[src/rtl/tx_dbuf_pkg.sv]
package tx_dbuf_pkg;
    typedef enum logic [1:0] {
        PAR_NONE = 2'd0,
        PAR_EVEN = 2'd1,
        PAR_ODD  = 2'd2
    } parity_e;

    localparam int DIV_W = 16;
endpackage

[src/rtl/tx_hold_reg.sv]
module tx_hold_reg #(
    parameter int DATA_W = 8
) (
    input  logic              clk,
    input  logic              rst_n,
    input  logic              wr_en,
    input  logic [DATA_W-1:0] wr_data,
    input  logic              take,
    input  logic              ovr_clr,
    output logic [DATA_W-1:0] hold_data,
    output logic              hold_full,
    output logic              overrun
);
    typedef struct packed {
        logic              full;
        logic              ovr;
        logic [DATA_W-1:0] data;
    } hold_t;

    hold_t st_d, st_q;

    always_comb begin
        st_d = st_q;
        if (take) begin
            st_d.full = 1'b0;
        end
        if (wr_en) begin
            st_d.data = wr_data;
            st_d.full = 1'b1;
        end
        // a write that finds the stage occupied sets the flag; set beats clear
        if (wr_en && st_q.full) begin
            st_d.ovr = 1'b1;
        end else if (ovr_clr) begin
            st_d.ovr = 1'b0;
        end
    end

    always_ff @(posedge clk or negedge rst_n) begin
        if (!rst_n) begin
            st_q <= '0;
        end else begin
            st_q <= st_d;
        end
    end

    assign hold_data = st_q.data;
    assign hold_full = st_q.full;
    assign overrun   = st_q.ovr;
endmodule

[src/rtl/tx_baud_gen.sv]
module tx_baud_gen #(
    parameter int          DIV_W         = 16,
    parameter bit          DIV_FROM_PORT = 1'b1,
    parameter logic [15:0] DIV_CONST     = 16'd3
) (
    input  logic             clk,
    input  logic             rst_n,
    input  logic             restart,
    input  logic             run,
    input  logic [DIV_W-1:0] div_in,
    output logic             tick
);
    typedef struct packed {
        logic [DIV_W-1:0] cnt;
        logic [DIV_W-1:0] lim;
    } baud_t;

    baud_t            st_d, st_q;
    logic [DIV_W-1:0] div_sel;

    generate
        if (DIV_FROM_PORT) begin : g_div_port
            assign div_sel = div_in;
        end else begin : g_div_const
            assign div_sel = DIV_W'(DIV_CONST);
        end
    endgenerate

    assign tick = run && (st_q.cnt == st_q.lim);

    always_comb begin
        st_d = st_q;
        if (restart) begin
            st_d.cnt = '0;
            st_d.lim = div_sel;
        end else if (run) begin
            st_d.cnt = tick ? '0 : st_q.cnt + 1'b1;
        end
    end

    always_ff @(posedge clk or negedge rst_n) begin
        if (!rst_n) begin
            st_q <= '0;
        end else begin
            st_q <= st_d;
        end
    end
endmodule

[src/rtl/tx_frame_shift.sv]
module tx_frame_shift
    import tx_dbuf_pkg::*;
#(
    parameter int      DATA_W    = 8,
    parameter int      STOP_BITS = 1,
    parameter parity_e PARITY    = PAR_EVEN
) (
    input  logic              clk,
    input  logic              rst_n,
    input  logic              load,
    input  logic [DATA_W-1:0] load_data,
    input  logic              tick,
    output logic              busy,
    output logic              line
);
    localparam int PAR_W   = (PARITY == PAR_NONE) ? 0 : 1;
    localparam int FRAME_W = 1 + DATA_W + PAR_W + STOP_BITS;
    localparam int IDX_W   = $clog2(FRAME_W);
    localparam logic [IDX_W-1:0] LAST_IDX = IDX_W'(FRAME_W - 1);

    typedef struct packed {
        logic               busy;
        logic [IDX_W-1:0]   idx;
        logic [FRAME_W-1:0] frame;
    } shift_t;

    shift_t             st_d, st_q;
    logic [FRAME_W-1:0] built;

    generate
        if (PAR_W == 1) begin : g_par
            logic par_bit;
            assign par_bit = (PARITY == PAR_ODD) ? ~(^load_data) : ^load_data;
            assign built   = {{STOP_BITS{1'b1}}, par_bit, load_data, 1'b0};
        end else begin : g_nopar
            assign built   = {{STOP_BITS{1'b1}}, load_data, 1'b0};
        end
    endgenerate

    always_comb begin
        st_d = st_q;
        if (load) begin
            st_d.busy  = 1'b1;
            st_d.idx   = '0;
            st_d.frame = built;
        end else if (st_q.busy && tick) begin
            st_d.frame = {1'b1, st_q.frame[FRAME_W-1:1]};
            if (st_q.idx == LAST_IDX) begin
                st_d.busy = 1'b0;
            end else begin
                st_d.idx = st_q.idx + 1'b1;
            end
        end
    end

    always_ff @(posedge clk or negedge rst_n) begin
        if (!rst_n) begin
            st_q <= '0;
        end else begin
            st_q <= st_d;
        end
    end

    assign busy = st_q.busy;
    assign line = st_q.busy ? st_q.frame[0] : 1'b1;
endmodule

[src/rtl/serial_tx_dbuf.sv]
module serial_tx_dbuf
    import tx_dbuf_pkg::*;
#(
    parameter int          DATA_W        = 8,
    parameter int          STOP_BITS     = 1,
    parameter parity_e     PARITY        = PAR_EVEN,
    parameter bit          DIV_FROM_PORT = 1'b1,
    parameter logic [15:0] DIV_CONST     = 16'd3
) (
    input  logic              clk,
    input  logic              rst_n,
    input  logic              wr_en,
    input  logic [DATA_W-1:0] wr_data,
    input  logic [15:0]       divisor,
    input  logic              brk,
    input  logic              ovr_clr,
    output logic              txd,
    output logic              tx_ready,
    output logic              tx_empty,
    output logic              tx_overrun
);
    logic [DATA_W-1:0] hold_data;
    logic              hold_full;
    logic              sh_busy;
    logic              sh_line;
    logic              load;
    logic              tick;

    // holding stage drains one clock after the shifter is seen idle
    assign load = hold_full && !sh_busy;

    tx_hold_reg #(.DATA_W(DATA_W)) u_hold (
        .clk       (clk),
        .rst_n     (rst_n),
        .wr_en     (wr_en),
        .wr_data   (wr_data),
        .take      (load),
        .ovr_clr   (ovr_clr),
        .hold_data (hold_data),
        .hold_full (hold_full),
        .overrun   (tx_overrun)
    );

    tx_baud_gen #(
        .DIV_W         (DIV_W),
        .DIV_FROM_PORT (DIV_FROM_PORT),
        .DIV_CONST     (DIV_CONST)
    ) u_baud (
        .clk     (clk),
        .rst_n   (rst_n),
        .restart (load),
        .run     (sh_busy),
        .div_in  (divisor),
        .tick    (tick)
    );

    tx_frame_shift #(
        .DATA_W    (DATA_W),
        .STOP_BITS (STOP_BITS),
        .PARITY    (PARITY)
    ) u_shift (
        .clk       (clk),
        .rst_n     (rst_n),
        .load      (load),
        .load_data (hold_data),
        .tick      (tick),
        .busy      (sh_busy),
        .line      (sh_line)
    );

    assign txd        = brk ? 1'b0 : sh_line;
    assign tx_ready   = !hold_full;
    assign tx_empty   = !sh_busy;
endmodule

[config.mk]
export PLATFORM = sky130hd
export DESIGN_NAME = serial_tx_dbuf
export DESIGN_NICKNAME = d
export VERILOG_FILES = /design/src/rtl/tx_dbuf_pkg.sv /design/src/rtl/tx_hold_reg.sv /design/src/rtl/tx_baud_gen.sv /design/src/rtl/tx_frame_shift.sv /design/src/rtl/serial_tx_dbuf.sv
export SDC_FILE = /design/constraint.sdc
export NUM_CORES = 1
export LEC_CHECK = 0
export ABC_CLOCK_PERIOD_IN_PS = 2500
export BUFFER_PORTS_ARGS = -buffer_cell sky130_fd_sc_hd__clkbuf_2
export CAP_MARGIN = 30
export CORE_MARGIN = 5
export CORE_UTILIZATION = 58
export CTS_CLUSTER_SIZE = 25
export DETAILED_ROUTE_END_ITERATION = 12
export HOLD_SLACK_MARGIN = 0.08
export MAX_ROUTING_LAYER = met4
export PLACE_DENSITY = 0.79
export SYNTH_ARGS = -nofsm -noshare
export SYNTH_HDL_FRONTEND = slang
export SYNTH_SLANG_ARGS = --single-unit
[constraint.sdc]
create_clock -name clk -period 2.5 [get_ports clk]
set_clock_uncertainty 0.05 [all_clocks]
set_input_delay 0.5 -clock clk [delete_from_list [all_inputs] [get_ports clk]]
set_output_delay 0.5 -clock clk [all_outputs]
set_load 0.05 [all_outputs]
### Word-level counts from Yosys, hierarchy flattened

Cells that the tools add are included.

| storage, ports and cells | value |
|---|---|
| bits of input ports | 29 |
| register bits | 58 |
| output and inout bits | 4 |

| cells by class | value |
|---|---|
| $add $sub $neg | 2 |
| equality and inequality tests | 3 |
| multiplexer cells | 13 |
| reductions and logical operators | 14 |

Operators by type and width:

| operator | number |
|---|---|
| $mux W16 | 5 |
| $add A16 B1 Y16 const B | 1 |
| $eq A16 B16 Y1 | 1 |
| $reduce_bool A2 Y1 | 5 |
| $reduce_xor A8 Y1 | 1 |
| $mux W1 | 7 |
| $add A4 B1 Y4 const B | 1 |
| $eq A4 B4 Y1 const B | 1 |
| $logic_and A1 B1 Y1 | 4 |
| $mux W4 | 1 |
| $reduce_and A2 Y1 | 2 |
| $logic_not A1 Y1 | 2 |
| $ne A2 B2 Y1 const B | 1 |

### Logic depth before layout (Yosys ltp)

| depth | value |
|---|---|
| depth after elaboration | 5 |
| gate-level depth with buffers | 8 |
| mapped depth without buffers | 7 |

### Modules after synthesis

A second synthesis with hierarchy kept.

| second synthesis, totals | value |
|---|---|
| cell total of the unflattened synthesis | 262 |
| area total of the unflattened synthesis | 2895.3 sq um |

Modules (own cells, without submodules):

| module | instances | area an instance (sq um) | cells an instance | seq. area each (sq um) |
|---|---|---|---|---|
| tx_baud_gen | 1 | 1634.1 | 154 | 800.8 |
| tx_frame_shift | 1 | 827.0 | 80 | 400.4 |
| tx_hold_reg | 1 | 406.6 | 24 | 250.2 |
| serial_tx_dbuf | 1 | 27.5 | 4 | 0.0 |

### Least setup slack after synthesis

Ideal clock, no wire load.

| path | value |
|---|---|
| path kind | flip-flop to output port |
| from | reg u_shift.st_q, in the netlist u_shift.busy |
| to | out txd |
| arrival time | 1483 ps |
| setup slack | 467 ps |
| required time | 1950 ps |
| path buffers | 2 |
| stages on the path, launching flop included | 4 |
| cells stage by stage | dfrtp_1 -> clkbuf_2 -> buf_1 -> a21oi_1 |

| between the ends | value |
|---|---|
| cells in the longest elaborated chain, start to end | 2 |

Ends and longest elaborated chain:

| element | line | RTL |
|---|---|---|
| start, declared | tx_frame_shift.sv:27 | `shift_t st_d, st_q;` |
| start signal, assigned | tx_frame_shift.sv:60 | `st_q <= st_d;` |
| $mux W1 | tx_frame_shift.sv:65 | `assign line = st_q.busy ? st_q.frame[0] : 1'b1;` |
| $mux W1 | serial_tx_dbuf.sv:71 | `assign txd = brk ? 1'b0 : sh_line;` |
| end, declared | serial_tx_dbuf.sv:17 | `output logic txd,` |

No other way between the ends.

### Final worst setup path

| path | value |
|---|---|
| from | reg u_baud.st_q[19] in the netlist's numbering |
| to | reg u_shift.st_q[3] in the netlist's numbering |

| between the ends | value |
|---|---|
| cells in the longest elaborated chain, start to end | 4 |

Ends and longest elaborated chain:

| element | line | RTL |
|---|---|---|
| start, declared | tx_baud_gen.sv:18 | `baud_t st_d, st_q;` |
| start signal, assigned | tx_baud_gen.sv:45 | `st_q <= st_d;` |
| $eq A16 B16 Y1 | tx_baud_gen.sv:29 | `assign tick = run && (st_q.cnt == st_q.lim);` |
| $logic_and A1 B1 Y1 | tx_baud_gen.sv:29 |  |
| $logic_and A1 B1 Y1 | tx_frame_shift.sv:46 | `end else if (st_q.busy && tick) begin` |
| $reduce_bool A2 Y1 (no source line) | - |  |

No other way between the ends.
A chain may end at the register's enable or synchronous reset.

==> summary.md <==
| Metric | Value |
|---|---|
| # diodes | 0 |
| CTS resizes | 0 |
| Post-synth EDFFs | 0 |
| Nets@finish | 349 |
| R2R setup slack | 0.28 ns |
| PnR worst setup slack | 0.284 ns |
| Psw | 675 µW |
| Unrepaired setup endpoints after global routing | false |
| Final Hold Fails | 0 |
| Post-synthesis area per instance | 10.4 µm² |
| Worst vdd ir | 502 µV |
| H-tree levels | 3 |
| LEAKAGE | 0.00164 µW |
| Die area | 6500 µm² |
| Critical path capture point type | register |
| Clk slew on worst S/H paths | 0.06 ns |
| Comb power frac | 0.160 |
| Remaining global-route overflow | 0 |
| Remaining DRCs | 0 |
| Clock share of power | 0.335 |
| Post-layout util | 0.693 |
| Antenna violations before repair | 0 |
| Max stage delay cell, worst path | nor4_4 |
| Final period util | 0.886 |
| Final TNS setup | 0 ns |
| Number of synthesized register bits | 58 |
| Hold-fix buffers, CTS | 0 |
| DIE WIDTH | 80.6 µm |
| Sw Ratio | 0.283 |
| Iter 0 DRT Violations | 139 |
| Drt pass-1 iters | 4 |
| Fin crit period | 2.22 ns |
| Crit path DAT | 2.38 ns |
| Area of the multi-input gates | 1330 µm² |
| Area leader, netlist | dfrtp_1 |
| DP HPWL | 4340 µm |
| Final Setup Violations | 0 |
| Via Count | 2,182 |
| Largest net degree at the start of global routing | 35 |
| Worst-margin pin slew | 0.658 ns |
| Data required, critical path | 2.67 ns |
| Reg power frac | 0.505 |
| Reported max-cap violation count | 0 |
| Reg-to-Reg End | u_shift.st_q[3] |
| Post-CTS Setup Inserts | 0 |
| Starting density of the core | 0.605 |
| Worst-path maximum fanout | 10 |
| Cell variety after synth | 46 |
| Worst setup path class | reg2reg |
| Pwr Density | 719 nW/µm² |
| Ports | 33 |
| Status | complete, no violations |
| Fill count | 400 |
| Die height | 80.6 µm |
| Max transition margin | 0.561 |
| Routability Congestion | 0.923 |
| Post-synth top cells | nand2_1, dfrtp_1, xnor2_1 |
| Share of cells above drive strength 1 | 0.242 |
| Routed wire length | 5990 µm |
| Slew Viols, Final | 0 |
| Vias in the first global route | 2,212 |
| Internal | 1710 µW |
| Post-synthesis net count | 311 |
| Crit path cell chain | xnor2_1 -> nand4_2 -> nor4_4 -> a21oi_2 -> a221o_2 |
| Routed vias/inst | 5.61 |
| Syn Inst Count | 279 |
| First-pass GRT wire length | 10,400 µm |
| Main flop type after synthesis | dfrtp_1 |
| Top-area cell type share of the netlist area | 0.502 |
| Fmax | 451 MHz |
| Dpl ws | 0.304 ns |
| TritonCTS clock tree | built |
| Area Growth Syn to Fin | 14.5% |
| Seq/Total Area, Yosys | 0.502 |
| Family with the most delay on the worst path | simple AND/OR/NAND/NOR gates |
| Top cells by area, synth | dfrtp_1, nand2_1, xnor2_1, mux2_2, and3_1 |
| Register Area | 1450 µm² |
| Site Rows | 25 |
| GR Util All Layers | 0.219 |
| Clock Sinks | 58 |
| Port buffer count | 32 |
| Post-Syn Area | 2890 µm² |
| Max Root-Sink Buffers | 2 |
| Wire length per cell | 15.4 µm |
| Clk_lat worst skew | 0.33 ns |
| Max incr delay on CP | 0.55 ns |
| HP Class | in2async |
| Reg2reg start | u_baud.st_q[19] |
| Startpoint types | register |
| Detail Route Antenna Nets | 0 |
| Crit path depth | 5 |
| Async SR Flop Fraction | 1.00 |
| Worst path bufs/invs | 0 |
| Top-count cell post-synth | nand2_1 |
| Inserted Clock Buffers | 9 |
| Core footprint | 4790 µm² |
| CTS Root Cell | clkbuf_8 |
| Reg2reg path depth | 5 |
| YS warnings | 0 |
==> metrics by stage <==
| stage | cells | cell area (µm²) | total power (µW) | hold slack [ns] |
|---|---|---|---|---|
| 3_3_place_gp | 373 | 3130 | 1580 | 0.406 |
| 5_1_grt | 389 | 3310 | 2510 | 0.184 |
| 6_report | 389 | 3310 | 2380 | 0.137 |
| 3_5_place_dp | 373 | 3130 | 1600 | 0.409 |
| 2_1_floorplan | 279 | 2890 | 1480 | 0.154 |
| 4_1_cts | 389 | 3310 | 2400 | 0.150 |
==> routing by layer <==
metal | GRT usage | vias up | wire, µm
met1 | 0.296 | 1060 | 2840
li1 | - | 1053 | -
met4 | 0.0676 | 0 | 65
met5 | - | - | 0
met2 | 0.313 | 59 | 2790
met3 | 0.0751 | 10 | 292
==> cell families after synthesis <==
family / synth area share
simple gates: 0.209
flops: 0.502
compound gates: 0.102
xor+xnor: 0.0955
buf+inv: 0.0402
mux: 0.0380
fa+ha+maj: 0.0130
==> layout by cell type, fill, tap and decap left out, types with 2 or more instances in the layout <==
cell type,Yosys,routed
inv_1,6,6
nor4_1,3,3
nor2_1,9,9
nand3_1,6,6
a221o_2,3,3
mux2_2,8,8
nand4_1,4,4
mux2i_1,2,2
xnor2_2,3,3
nor3_1,13,13
clkbuf_8,0,12
and3_1,11,11
xnor2_1,20,20
clkbuf_1,8,2
nand4_2,2,2
clkbuf_2,1,32
a211o_1,3,3
a221o_1,6,6
o21ai_0,2,2
clkinv_2,0,2
a31o_2,2,2
buf_4,1,9
xor2_1,6,6
a21o_1,3,3
a22o_1,4,4
or3_1,2,2
nand2_1,65,65
o22ai_1,4,4
a21oi_1,3,3
dfrtp_1,58,58
ha_1,3,3
==> sequential cells by signal, indices dropped and copies added (netlist names) <==
register,flops
u_hold.hold_data,8
u_shift.st_q,15
u_baud.st_q,32
u_hold.overrun,1
u_shift.busy,1
u_hold.hold_full,1
==> worst register-to-register path, stage by stage, from the launching register on <==
cell and delay (ns):
dfrtp_1 0.44, xnor2_1 0.25, nand4_2 0.20, nor4_4 0.55, a21oi_2 0.23, a221o_2 0.38
==> area by class of cell <==
| cell class | instances | area share |
|---|---|---|
| Sequential cell | 58 | 0.438 |
| Multi-Input combinational cell | 200 | 0.400 |
| Timing Repair Buffer | 42 | 0.0747 |
| Clock buffer | 14 | 0.0521 |
| Tap cell | 67 | 0.0253 |
| Inverter | 6 | 0.00680 |
| Clock inverter | 2 | 0.00302 |
==> how the worst max path moves through the flow <==
| stage | startpoint | end | slack (ns) |
|---|---|---|---|
| floorplan | u_shift.busy | txd | 0.47 |
| global placement | u_baud.st_q[19] | u_shift.st_q[6] | 0.38 |
| detailed placement | u_baud.st_q[19] | u_shift.st_q[3] | 0.30 |
| CTS | u_baud.st_q[19] | u_shift.st_q[3] | 0.30 |
| global route | u_baud.st_q[19] | u_shift.st_q[3] | 0.16 |
| finish | u_baud.st_q[19] | u_shift.st_q[3] | 0.28 |
==> power groups by stage <==
stage | clock network [µW] | logic (µW) | registers, µW
floorplan | 0 | 309 | 1170
global placement | 0 | 372 | 1210
detailed placement | 0 | 385 | 1220
CTS | 816 | 387 | 1200
global route | 866 | 429 | 1220
finish | 797 | 382 | 1200
Power figures use the tool's default switching activity.
